**src/rtl/extint_pkg.sv**
```systemverilog
package extint_pkg;
    typedef enum logic [1:0] {
        SENSE_LOW  = 2'b00,
        SENSE_FALL = 2'b01,
        SENSE_RISE = 2'b10,
        SENSE_OFF  = 2'b11
    } sense_e;

    localparam int NUM_EXT  = 2;
    localparam int NUM_BANK = 3;
    localparam int BANK_W   = 8;
    localparam int NUM_PC   = NUM_BANK * BANK_W;
    localparam int NUM_SRC  = NUM_EXT + NUM_BANK;
    localparam int ADDR_W   = 3;
    localparam int DATA_W   = 8;

    localparam logic [ADDR_W-1:0] A_MODE  = 3'd0;
    localparam logic [ADDR_W-1:0] A_EN    = 3'd1;
    localparam logic [ADDR_W-1:0] A_FLAG  = 3'd2;
    localparam logic [ADDR_W-1:0] A_MASK0 = 3'd3;
endpackage

```
**src/rtl/extint_sync.sv**
```systemverilog
module extint_sync #(
    parameter int W = 1
) (
    input  logic         clk,
    input  logic         rst_n,
    input  logic         adv,
    input  logic [W-1:0] din,
    output logic [W-1:0] cur,
    output logic [W-1:0] prev
);
    typedef struct packed {
        logic [W-1:0] s1;
        logic [W-1:0] s2;
        logic [W-1:0] old;
    } sync_st_t;

    sync_st_t st_d, st_q;

    always_comb begin
        st_d = st_q;
        if (adv) begin
            st_d.s1  = din;
            st_d.s2  = st_q.s1;
            st_d.old = st_q.s2;
        end
    end

    always_ff @(posedge clk or negedge rst_n) begin
        if (!rst_n) st_q <= '0;
        else        st_q <= st_d;
    end

    assign cur  = st_q.s2;
    assign prev = st_q.old;
endmodule

```
**src/rtl/extint_sense.sv**
```systemverilog
module extint_sense
    import extint_pkg::*;
(
    input  logic   clk,
    input  logic   rst_n,
    input  logic   clk_run,
    input  logic   pin_raw,
    input  logic   pin_cur,
    input  logic   pin_prev,
    input  sense_e mode,
    input  logic   enable,
    input  logic   clear,
    input  logic   startup_busy,
    output logic   flag,
    output logic   req,
    output logic   lvl_wake
);
    typedef struct packed {
        logic flag;
    } sense_st_t;

    sense_st_t st_d, st_q;
    logic      hit;

    always_comb begin
        hit = 1'b0;
        unique case (mode)
            SENSE_FALL: hit = clk_run &  pin_prev & ~pin_cur;
            SENSE_RISE: hit = clk_run & ~pin_prev &  pin_cur;
            default:    hit = 1'b0;
        endcase
        st_d      = st_q;
        st_d.flag = hit | (st_q.flag & ~clear);
    end

    always_ff @(posedge clk or negedge rst_n) begin
        if (!rst_n) st_q <= '0;
        else        st_q <= st_d;
    end

    always_comb begin
        if (mode == SENSE_LOW) req = enable & ~pin_cur & ~startup_busy;
        else                   req = enable & st_q.flag;
    end

    assign lvl_wake = (mode == SENSE_LOW) & enable & ~pin_raw;
    assign flag     = st_q.flag;
endmodule

```
**src/rtl/extint_pcbank.sv**
```systemverilog
module extint_pcbank #(
    parameter int W = 8
) (
    input  logic         clk,
    input  logic         rst_n,
    input  logic         clk_run,
    input  logic [W-1:0] pin_raw,
    input  logic [W-1:0] pin_cur,
    input  logic [W-1:0] pin_prev,
    input  logic [W-1:0] mask,
    input  logic         enable,
    input  logic         clear,
    output logic         flag,
    output logic         req,
    output logic         wake
);
    typedef struct packed {
        logic flag;
    } bank_st_t;

    bank_st_t st_d, st_q;
    logic     toggled;

    always_comb begin
        toggled   = clk_run & (|((pin_cur ^ pin_prev) & mask));
        st_d      = st_q;
        st_d.flag = toggled | (st_q.flag & ~clear);
    end

    always_ff @(posedge clk or negedge rst_n) begin
        if (!rst_n) st_q <= '0;
        else        st_q <= st_d;
    end

    assign flag = st_q.flag;
    assign req  = enable & st_q.flag;
    assign wake = enable & (|((pin_raw ^ pin_prev) & mask));
endmodule

```
**src/rtl/extint_ctrl.sv**
```systemverilog
module extint_ctrl
    import extint_pkg::*;
#(
    parameter logic [NUM_PC-1:0] PC_IMPL = 24'hFF7FFF
) (
    input  logic               clk,
    input  logic               rst_n,
    input  logic               io_clk_en,
    input  logic               startup_done,
    input  logic [NUM_EXT-1:0] ext_pin,
    input  logic [NUM_PC-1:0]  pc_pin,
    input  logic               reg_we,
    input  logic [ADDR_W-1:0]  reg_addr,
    input  logic [DATA_W-1:0]  reg_wdata,
    output logic [DATA_W-1:0]  reg_rdata,
    input  logic [NUM_SRC-1:0] irq_ack,
    output logic [NUM_SRC-1:0] irq_req,
    output logic               wake
);
    localparam int MODE_W = 2 * NUM_EXT;

    typedef struct packed {
        logic [MODE_W-1:0]  mode;
        logic [NUM_SRC-1:0] en;
        logic [NUM_PC-1:0]  mask;
        logic               starting;
    } ctrl_st_t;

    ctrl_st_t st_d, st_q;

    logic [NUM_SRC-1:0]  clr;
    logic [NUM_SRC-1:0]  flag_w;
    logic [NUM_EXT-1:0]  ext_cur, ext_prev, lvl_wake_w;
    logic [NUM_PC-1:0]   pc_cur, pc_prev;
    logic [NUM_BANK-1:0] pc_wake_w;
    logic [NUM_SRC-1:0]  en_w;
    logic [MODE_W-1:0]   mode_w;
    logic [NUM_PC-1:0]   mask_w;
    logic                starting_w;

    always_comb begin
        st_d = st_q;
        clr  = irq_ack;
        if (reg_we && reg_addr == A_FLAG) clr = clr | reg_wdata[NUM_SRC-1:0];
        if (reg_we) begin
            if (reg_addr == A_MODE) st_d.mode = reg_wdata[MODE_W-1:0];
            if (reg_addr == A_EN)   st_d.en   = reg_wdata[NUM_SRC-1:0];
            for (int b = 0; b < NUM_BANK; b++) begin
                if (reg_addr == A_MASK0 + ADDR_W'(b))
                    st_d.mask[b*BANK_W +: BANK_W] = reg_wdata & PC_IMPL[b*BANK_W +: BANK_W];
            end
        end
        if (!io_clk_en)        st_d.starting = 1'b1;
        else if (startup_done) st_d.starting = 1'b0;
    end

    always_ff @(posedge clk or negedge rst_n) begin
        if (!rst_n) st_q <= '0;
        else        st_q <= st_d;
    end

    always_comb begin
        reg_rdata = '0;
        if (reg_addr == A_MODE) reg_rdata[MODE_W-1:0]  = st_q.mode;
        if (reg_addr == A_EN)   reg_rdata[NUM_SRC-1:0] = st_q.en;
        if (reg_addr == A_FLAG) reg_rdata[NUM_SRC-1:0] = flag_w;
        for (int b = 0; b < NUM_BANK; b++) begin
            if (reg_addr == A_MASK0 + ADDR_W'(b))
                reg_rdata = st_q.mask[b*BANK_W +: BANK_W];
        end
    end

    extint_sync #(.W(NUM_EXT)) u_ext_sync (
        .clk(clk), .rst_n(rst_n), .adv(io_clk_en),
        .din(ext_pin), .cur(ext_cur), .prev(ext_prev)
    );

    extint_sync #(.W(NUM_PC)) u_pc_sync (
        .clk(clk), .rst_n(rst_n), .adv(io_clk_en),
        .din(pc_pin), .cur(pc_cur), .prev(pc_prev)
    );

    for (genvar i = 0; i < NUM_EXT; i++) begin : g_ext
        extint_sense u_sense (
            .clk(clk),
            .rst_n(rst_n),
            .clk_run(io_clk_en),
            .pin_raw(ext_pin[i]),
            .pin_cur(ext_cur[i]),
            .pin_prev(ext_prev[i]),
            .mode(sense_e'(st_q.mode[2*i +: 2])),
            .enable(st_q.en[i]),
            .clear(clr[i]),
            .startup_busy(st_q.starting),
            .flag(flag_w[i]),
            .req(irq_req[i]),
            .lvl_wake(lvl_wake_w[i])
        );
    end

    for (genvar b = 0; b < NUM_BANK; b++) begin : g_bank
        extint_pcbank #(.W(BANK_W)) u_bank (
            .clk(clk),
            .rst_n(rst_n),
            .clk_run(io_clk_en),
            .pin_raw(pc_pin[b*BANK_W +: BANK_W]),
            .pin_cur(pc_cur[b*BANK_W +: BANK_W]),
            .pin_prev(pc_prev[b*BANK_W +: BANK_W]),
            .mask(st_q.mask[b*BANK_W +: BANK_W]),
            .enable(st_q.en[NUM_EXT+b]),
            .clear(clr[NUM_EXT+b]),
            .flag(flag_w[NUM_EXT+b]),
            .req(irq_req[NUM_EXT+b]),
            .wake(pc_wake_w[b])
        );
    end

    assign wake       = ~io_clk_en & ((|lvl_wake_w) | (|pc_wake_w));
    assign en_w       = st_q.en;
    assign mode_w     = st_q.mode;
    assign mask_w     = st_q.mask;
    assign starting_w = st_q.starting;
endmodule

```
**config.mk**
```make
export PLATFORM = sky130hd
export DESIGN_NAME = extint_ctrl
export DESIGN_NICKNAME = d
export VERILOG_FILES = /design/src/rtl/extint_pkg.sv /design/src/rtl/extint_sync.sv /design/src/rtl/extint_sense.sv /design/src/rtl/extint_pcbank.sv /design/src/rtl/extint_ctrl.sv
export SDC_FILE = /design/constraint.sdc
export NUM_CORES = 1
export LEC_CHECK = 0
export BUFFER_PORTS_ARGS = -buffer_cell sky130_fd_sc_hd__buf_2
export CORE_ASPECT_RATIO = 1.4
export CORE_UTILIZATION = 40
export DETAILED_ROUTE_END_ITERATION = 16
export MAX_ROUTING_LAYER = met4
export PLACE_DENSITY = 0.59
export SYNTH_ARGS = -nofsm -noshare
export SYNTH_HDL_FRONTEND = slang
export SYNTH_HIERARCHICAL = 1
export SYNTH_SLANG_ARGS = --single-unit
```
**constraint.sdc**
```tcl
create_clock -name clk -period 2.4 [get_ports clk]
set_input_delay 0.24 -clock clk [delete_from_list [all_inputs] [get_ports clk]]
set_output_delay 0.24 -clock clk [all_outputs]
set_load 0.02 [all_outputs]
```
## Word-level counts from Yosys, hierarchy flattened

Cells that the tools add are included.

- Word-level logic and storage cells: 122
- Register bits after elaboration: 116
- Input bits: 47

- Bitwise operators: 65
- Reductions and logical operators: 17
- Eq/ne operators: 10
- Muxes and demuxes: 13

Operators with widths:

| cell | number |
|---|---|
| $reduce_or 8->1 | 6 |
| $xor 8x8->8 | 6 |
| $and 1x1->1 | 33 |
| $and 8x8->8 | 4 |
| $mux 8 | 3 |
| $and 8x7->8 | 2 |
| $mux 5 | 3 |
| $not 1->1 | 13 |
| $reduce_and 2->1 | 5 |
| $eq 3x2->1 const B | 2 |
| $eq 3x3->1 const B | 2 |
| $or 1x1->1 | 6 |
| $or 5x5->5 | 1 |
| $eq 2x1->1 const B | 2 |
| $eq 2x2->1 const B | 2 |
| $logic_not 2->1 | 2 |
| $mux 1 | 4 |
| $mux 4 | 1 |
| $pmux 1 s2 | 2 |
| $eq 3x1->1 const B | 1 |
| $logic_not 3->1 | 1 |
| $reduce_or 3->1 | 1 |
| $ne 2x1->1 const B | 1 |
| $reduce_or 2->1 | 1 |
| $logic_and 1x1->1 | 1 |

## Longest topological paths before layout

Gate-level depths: netlist (run 1).

- Word-level depth: 7
- Depth in mapped cells: 6
- Mapped depth without buffers: 6

## Hierarchy

The synthesis (run 1) kept the hierarchy.

By module, submodules not included:

| module | times used | cells an instance | area an instance (sq um) |
|---|---|---|---|
| extint_sync at u_pc_sync | 1 | 200 | 3387.0 |
| extint_ctrl | 1 | 126 | 1704.1 |
| extint_pcbank | 3 | 31 | 262.8 |
| extint_sync at u_ext_sync | 1 | 17 | 281.5 |
| extint_sense | 2 | 16 | 126.4 |

## Worst setup path before layout (run 1)

OpenSTA, ideal clock, no wires.

- Path kind: in2out
- From: input reg_addr[0]
- To: output reg_rdata[1]
- Path slack: 769 ps
- Arrival: 1391 ps
- Path buffers: 2
- Cell stages on the path: 5
- Path through: buf_2 > buf_4 > mux2i_1 > o21a_1 > a221oi_1

- Longest elaborated chain between the ends: 7
- Elaborated cells on any way between the ends: 12
- Those cells by class: eq/ne (5); mux (6); reduce/logical (1)

Ends and longest elaborated chain:

| item | RTL line | source |
|---|---|---|
| start: declaration | extint_ctrl.sv:13 | `input logic [ADDR_W-1:0] reg_addr,` |
| $logic_not 3->1 | extint_ctrl.sv:64 | `if (reg_addr == A_MODE) reg_rdata[MODE_W-1:0] = st_q.mode;` |
| $mux 4 | extint_ctrl.sv:64 |  |
| $mux 5 | extint_ctrl.sv:65 | `if (reg_addr == A_EN) reg_rdata[NUM_SRC-1:0] = st_q.en;` |
| $mux 5 | extint_ctrl.sv:66 | `if (reg_addr == A_FLAG) reg_rdata[NUM_SRC-1:0] = flag_w;` |
| $mux 8 (2 in series) | extint_ctrl.sv:68 | `if (reg_addr == A_MASK0 + ADDR_W'(b))` |
| $mux 8 * | extint_ctrl.sv:68 |  |
| end: declaration | extint_ctrl.sv:15 | `output logic [DATA_W-1:0] reg_rdata,` |

Every way passes the cells marked *; elsewhere a longest branch is shown, timed or not.

## Final worst setup path (run 1)

- From: register u_pc_sync.st_q (netlist bit u_pc_sync/prev[6])
- To: output wake

- Longest elaborated chain between the ends: 7

Ends and longest elaborated chain:

| item | RTL line | source |
|---|---|---|
| start: declaration | extint_sync.sv:17 | `sync_st_t st_d, st_q;` |
| start signal: assignment | extint_sync.sv:30 | `else st_q <= st_d;` |
| $xor 8x8->8 | extint_pcbank.sv:37 | `assign wake = enable & (\|((pin_raw ^ pin_prev) & mask));` |
| $and 8x8->8 | extint_pcbank.sv:37 |  |
| $reduce_or 8->1 | extint_pcbank.sv:37 |  |
| $and 1x1->1 | extint_pcbank.sv:37 |  |
| via pc_wake_w[0] | extint_ctrl.sv:35 | `logic [NUM_BANK-1:0] pc_wake_w;` |
| $reduce_or 3->1 | extint_ctrl.sv:118 | `assign wake = ~io_clk_en & ((\|lvl_wake_w) \| (\|pc_wake_w));` |
| $or 1x1->1 | extint_ctrl.sv:118 |  |
| $and 1x1->1 | extint_ctrl.sv:118 |  |
| end: declaration | extint_ctrl.sv:18 | `output logic wake` |

The timed path passes the listed nets, and every way through them passes these cells.

==> impl_metrics.json, run 1 <==
{
  "synth_ff_type": "dfrtp_1",
  "grt_max_degree": 54,
  "slew_viol_final": 0,
  "cp_max_fo": 3,
  "synth_area_um2": 6410,
  "drt_iter0_drc": 161,
  "synth-seq-cells": 116,
  "die_area_um2": 16600,
  "power.density_nw_per_um2": 914,
  "ys_top_cells_by_count": "dfrtp_1 (116), mux2_4 (84), buf_4 (55)",
  "hold-worst-slack_ps": 23.4,
  "antenna_found_initial": 2,
  "synth_top_area_share_pct": 45.3,
  "internal_power_uw": 4710,
  "seq_area_frac_synth_pct": 45.3,
  "ctsLongestPathBuffers": 2,
  "vdd_drop_max_uv": 551,
  "hp-class": "input port to register",
  "grt_usage_pct": 17.0,
  "synth_warnings": 6,
  "status": "complete, no violations",
  "setup_viol": 0,
  "period_share_pct": 91.9,
  "maxCapViolCount": 0,
  "rows": 54,
  "sw_frac_of_total_pct": 27.1,
  "cts.sinks": 116,
  "drive_above_1_share_pct": 42.8,
  "seqCellArea_um2": 2900,
  "ios": 61,
  "async_flop_share_pct": 100,
  "fillers": 1409,
  "crit_type": "register to output port",
  "crit_path_end_kind": "output port",
  "clk_latency_ps": 410,
  "synthCells": 468,
  "post_drt_wl_per_cell_um": 18.1,
  "avgSynthCellArea_um2": 13.7,
  "rsz0062_at_grt": "no",
  "tightest_slew_ps": 694,
  "worstPathArrival_ps": 1970,
  "multi_input_comb_area_um2": 2880,
  "skew_ps": 6.19,
  "max_clock_freq_mhz": 453,
  "place.gp.congestion": 0.799,
  "start_util_pct": 41.1,
  "synth_edf_count": 0,
  "drtAntennaViolNets": 0,
  "clk_pin_slew_worst_paths_ps": 50,
  "drc": 0,
  "post-dp-hpwl_um": 9120,
  "port_buffers": 60,
  "grt_pass1_vias": 3815,
  "fin_util_pct": 45.2,
  "first_pass_iters": 4,
  "vias": 3500,
  "fp.dieH_um": 152,
  "cts.repair.resized": 0,
  "ys_types": 37,
  "yosysTopAreaCell": "dfrtp_1",
  "power_uw": 6460,
  "fin_tns_setup_ps": 0,
  "power_frac_clock_pct": 39.3,
  "combPwrFrac_pct": 19.5,
  "cts_max_level": 4,
  "core-area_um2": 15600,
  "leakagePower_uw": 0.00342,
  "placed_area_um2": 6450,
  "cp.required_ps": 2160,
  "seqPwrFrac_pct": 41.2,
  "vias_per_cell": 5.01,
  "period_minus_slack_ps": 2210,
  "die_x_um": 109,
  "gr-total-overflow": 0,
  "drt_wl_total_um": 12700,
  "start_kind": "register",
  "layout.nets": 540,
  "relSlewSlack_pct": 53.4,
  "grt_pass1_wl_um": 20500,
  "cts_buffers": 17,
  "reg2reg_slack_ps": 1080,
  "power.switching_uw": 1750,
  "report.final.hold_viol_count": 0,
  "synth.area.top_cells": "dfrtp_1 (45%), mux2_4 (20%), xor2_1 (6.6%), buf_4 (6.4%), mux2_2 (5.1%)",
  "clockRootBuffer": "clkbuf_16",
  "synth_most_common_cell": "dfrtp_1",
  "syn_to_final_growth_pct": 10.1,
  "final_area_um2": 7060,
  "cts_tree": "built"
}
## cells by family (layout without fill, tap and decap cells)
family,Yosys count,after routing,synth area share [%]
simple gates,34,34,3.32
mux,128,128,27.1
other cells,1,4,0.0585
flops,116,116,45.3
fa+ha+maj,6,6,1.17
compound gates,55,55,6.57
xor+xnor,48,48,6.55
buf+inv,80,111,9.97
## layout by cell type (no fill, tap or decap), drive strengths merged, types with 3 or more instances in the layout
| cell type | netlist | layout |
|---|---|---|
| ha | 6 | 6 |
| nor2 | 7 | 7 |
| mux2i | 15 | 15 |
| and2 | 3 | 3 |
| o21a | 3 | 3 |
| dfrtp | 116 | 116 |
| a221oi | 3 | 3 |
| inv | 13 | 13 |
| a22o | 3 | 3 |
| nand4 | 3 | 3 |
| clkinv | 0 | 5 |
| buf | 67 | 65 |
| nor2b | 4 | 4 |
| bufinv | 0 | 3 |
| a22oi | 26 | 26 |
| nor3b | 3 | 3 |
| mux2 | 113 | 113 |
| xor2 | 48 | 48 |
| a41oi | 3 | 3 |
| nand2 | 7 | 7 |
| clkbuf | 0 | 22 |
| a21o | 6 | 6 |
## cell type report
class / instances / share of cell area [%]
Sequential cell: 116 / 41.1
Multi-Input combinational cell: 273 / 40.7
Clock buffer: 22 / 6.57
Timing Repair Buffer: 66 / 5.53
Tap cell: 196 / 3.47
Clock inverter: 10 / 1.84
Inverter: 13 / 0.691
Antenna cell: 2 / 0.0709
## per-stage QoR
step / worst slack (ps) / instances
6_report: 194 / 698
5_1_grt: 94.0 / 698
4_1_cts: 157 / 696
3_5_place_dp: 558 / 663
3_3_place_gp: 566 / 663
2_1_floorplan: 769 / 469
## per-layer routing
layer  global-route usage, %  share of wire, %  up-vias
met3                    4.20               3.7       22
met2                    26.4                50       63
met1                    21.0                44     1777
li1                        -                 -     1638
met5                       -                 0        -
met4                    7.14               2.4        0
## critical path, stage by stage, from the launching register on
cell     delay (ps)
dfrtp_1         420
xor2_1          180
a22oi_1         280
a41oi_1         160
nor2_1          200
a21oi_1         110
buf_2           200
## power by group through the flow
stage          logic [uW]  registers (uW)  clock network, uW
5_1_grt              1380            2710               2680
2_1_floorplan        1260            2510                  0
6_report             1260            2660               2540
3_5_place_dp         1270            2690                  0
3_3_place_gp         1260            2670                  0
4_1_cts              1280            2660               2600
## path summary, 6_finish.rpt
check / start / endpoint / cells after the start
min in group asynchronous: rst_n / u_pc_sync/st_q[53] / 2
setup reg to reg: u_pc_sync/prev[6] / g_bank[0].u_bank/flag / 4
hold reg to reg: u_pc_sync/st_q[69] / u_pc_sync/st_q[69] / 1
hold / removal: startup_done / starting_w / 2
setup / recovery: u_pc_sync/prev[6] / wake / 6
max in group asynchronous: rst_n / u_pc_sync/cur[11] / 3
## state kept, by name, summed over array words and instances (netlist names)
register            cells
u_ext_sync/cur          2
g_bank.u_bank/flag      3
u_ext_sync/prev         2
u_pc_sync/st_q         24
en_w                    5
mode_w                  4
g_ext.u_sense/flag      2
u_ext_sync/st_q         2
mask_w                 23
u_pc_sync/cur          24
starting_w              1
u_pc_sync/prev         24
## timing repair
action | in CTS | in global routing
setup buffers | 0 | 0
hold buffers | 1 | 0
hold endpoints to repair | 32 | 0
Note: power is estimated with default switching activity, not from simulation.
==> run 2, diff against run 1 <==
--- a/config.mk
+++ b/config.mk
@@ -8,6 +8,7 @@
 export BUFFER_PORTS_ARGS = -buffer_cell sky130_fd_sc_hd__buf_2
 export CORE_ASPECT_RATIO = 1.4
 export CORE_UTILIZATION = 40
+export CTS_BUF_LIST = sky130_fd_sc_hd__clkbuf_4 sky130_fd_sc_hd__clkbuf_8
 export DETAILED_ROUTE_END_ITERATION = 16
 export MAX_ROUTING_LAYER = met4
 export PLACE_DENSITY = 0.59
==> run 2 against run 1 <==
Fmax decreased by 1.1%. Via count decreased by 0.20%. Global-route usage decreased by 0.25 points. Setup slack got worse by 24 ps. Power decreased by 10%. Non-clock buffer count increased by 1. Critical path depth unchanged.
==> impl_metrics.json, run 2 (synthesis gave the netlist of run 1 again) <==
{
  "hp-class": "input port to register",
  "vias_per_cell": 5.00,
  "relSlewSlack_pct": 55.5,
  "start_util_pct": 41.1,
  "skew_ps": 7.80,
  "drt_iter0_drc": 143,
  "first_pass_iters": 5,
  "crit_path_end_kind": "output port",
  "period_minus_slack_ps": 2230,
  "maxCapViolCount": 0,
  "tightest_slew_ps": 662,
  "post-dp-hpwl_um": 9120,
  "rsz0062_at_grt": "no",
  "period_share_pct": 92.9,
  "crit_type": "register to output port",
  "cts_setup_buffers": 0,
  "clk_pin_slew_worst_paths_ps": 70,
  "port_buffers": 60,
  "grt_pass1_vias": 3813,
  "worstPathArrival_ps": 1990,
  "critical_path_buf_inv_count": 1,
  "drive_above_1_share_pct": 43.3,
  "cts.sinks": 116,
  "seqPwrFrac_pct": 45.8,
  "fp.dieH_um": 152,
  "layout.nets": 541,
  "antenna_found_initial": 2,
  "max_clock_freq_mhz": 448,
  "place.gp.congestion": 0.799,
  "grt_usage_pct": 16.8,
  "mostFrequentLayoutCell": "dfrtp_1",
  "syn_to_final_growth_pct": 7.45,
  "vias": 3493,
  "slowest_stage": "dfrtp_1",
  "stdcell_count": 699,
  "power_frac_clock_pct": 32.4,
  "report.final.hold_viol_count": 0,
  "cp_top_family": "compound AO/OA/AOI/OAI gates",
  "cp_slowest_stage_delay_ps": 430,
  "die_area_um2": 16600,
  "die_x_um": 109,
  "cts_max_level": 4,
  "start_kind": "register",
  "core-area_um2": 15600,
  "cp_max_fo": 3,
  "cts_tree": "built",
  "cts_buffers": 17,
  "dp_cells": 663,
  "grt_pass1_wl_um": 20400,
  "clockRootBuffer": "clkbuf_8",
  "sw_frac_of_total_pct": 28.6,
  "cp.required_ps": 2160,
  "fin_tns_setup_ps": 0,
  "ctsLongestPathBuffers": 2,
  "ios": 61,
  "status": "complete, no violations",
  "worstPathCellList": "xor2_1, a22oi_1, a41oi_1, nor2_1, a21oi_1, buf_2",
  "post_drt_wl_per_cell_um": 18.0,
  "gr-total-overflow": 0,
  "drtAntennaViolNets": 0,
  "final_cell_mix": "dfrtp_1 (116), mux2_4 (84), buf_2 (58), xor2_1 (48), mux2_2 (29)",
  "leakagePower_uw": 0.00335,
  "vdd_drop_max_uv": 435,
  "slew_viol_final": 0,
  "drc": 0,
  "internal_power_uw": 4140,
  "clk_latency_ps": 430,
  "rows": 54,
  "setup_viol": 0,
  "drt_wl_total_um": 12600,
  "power.density_nw_per_um2": 841,
  "power.switching_uw": 1660,
  "grt_max_degree": 54,
  "combPwrFrac_pct": 21.8
}
[run 2: per-layer routing]
| layer | track usage (%) | part of all wire (%) |
|---|---|---|
| met1 | 20.9 | 45 |
| met3 | 3.82 | 3.3 |
| met4 | 6.44 | 1.7 |
| met2 | 26.3 | 50 |
| met5 | - | 0 |
[run 2: power by group through the flow]
stage          Clock, uW  Combinational, uW  Sequential (uW)
6_report            1880               1270             2650
5_1_grt             2010               1380             2700
4_1_cts             1930               1280             2660
3_5_place_dp           0               1270             2690
3_3_place_gp           0               1260             2670
2_1_floorplan          0               1260             2510
[run 2: cell type report]
class	count	area (um^2)
Fill cell	1443	8720
Tap cell	196	245
Clock inverter	10	130
Clock buffer	22	284
Inverter	13	48.8
Timing Repair Buffer	67	400
Sequential cell	116	2900
Antenna cell	2	5.00
Multi-Input combinational cell	273	2880
[run 2: worst paths after layout]
check                                    from                    end  slack [ps]  depth (start not counted)
setup / recovery            u_pc_sync/prev[6]                   wake         170                          6
hold / removal                     ext_pin[1]     u_ext_sync/st_q[5]          60                          2
setup reg to reg            u_pc_sync/prev[6]  g_bank[0].u_bank/flag        1060                          4
hold reg to reg            u_pc_sync/st_q[69]     u_pc_sync/st_q[69]         510                          1
max in group asynchronous               rst_n      u_pc_sync/cur[11]        1350                          3
min in group asynchronous               rst_n     u_pc_sync/st_q[53]         300                          2
[run 2: metrics by stage]
stage | hold slack [ps] | worst slack [ps] | cell area, um^2 | total power, uW | utilization (%)
global placement | 212 | 566 | 6450 | 3930 | 41.3
finish | 63.8 | 170 | 6890 | 5800 | 44.2
global route | 50.1 | 50.6 | 6890 | 6100 | 44.2
floorplan | -55.6 | 769 | 6420 | 3770 | -
detailed placement | 223 | 558 | 6450 | 3960 | 41.3
CTS | 38.6 | 117 | 6890 | 5870 | 44.1
[run 2: worst register-to-register path, stage by stage, from the launching register on]
cell and delay (ps):
dfrtp_1 430, xor2_1 180, a22oi_1 260, nand4_1 160, a22o_1 200
[run 2: repair_timing]
item / in CTS / in global routing
hold buffers: 2 / 0
resized for setup: 0 / 0
endpoints found under the hold margin: 33 / 0
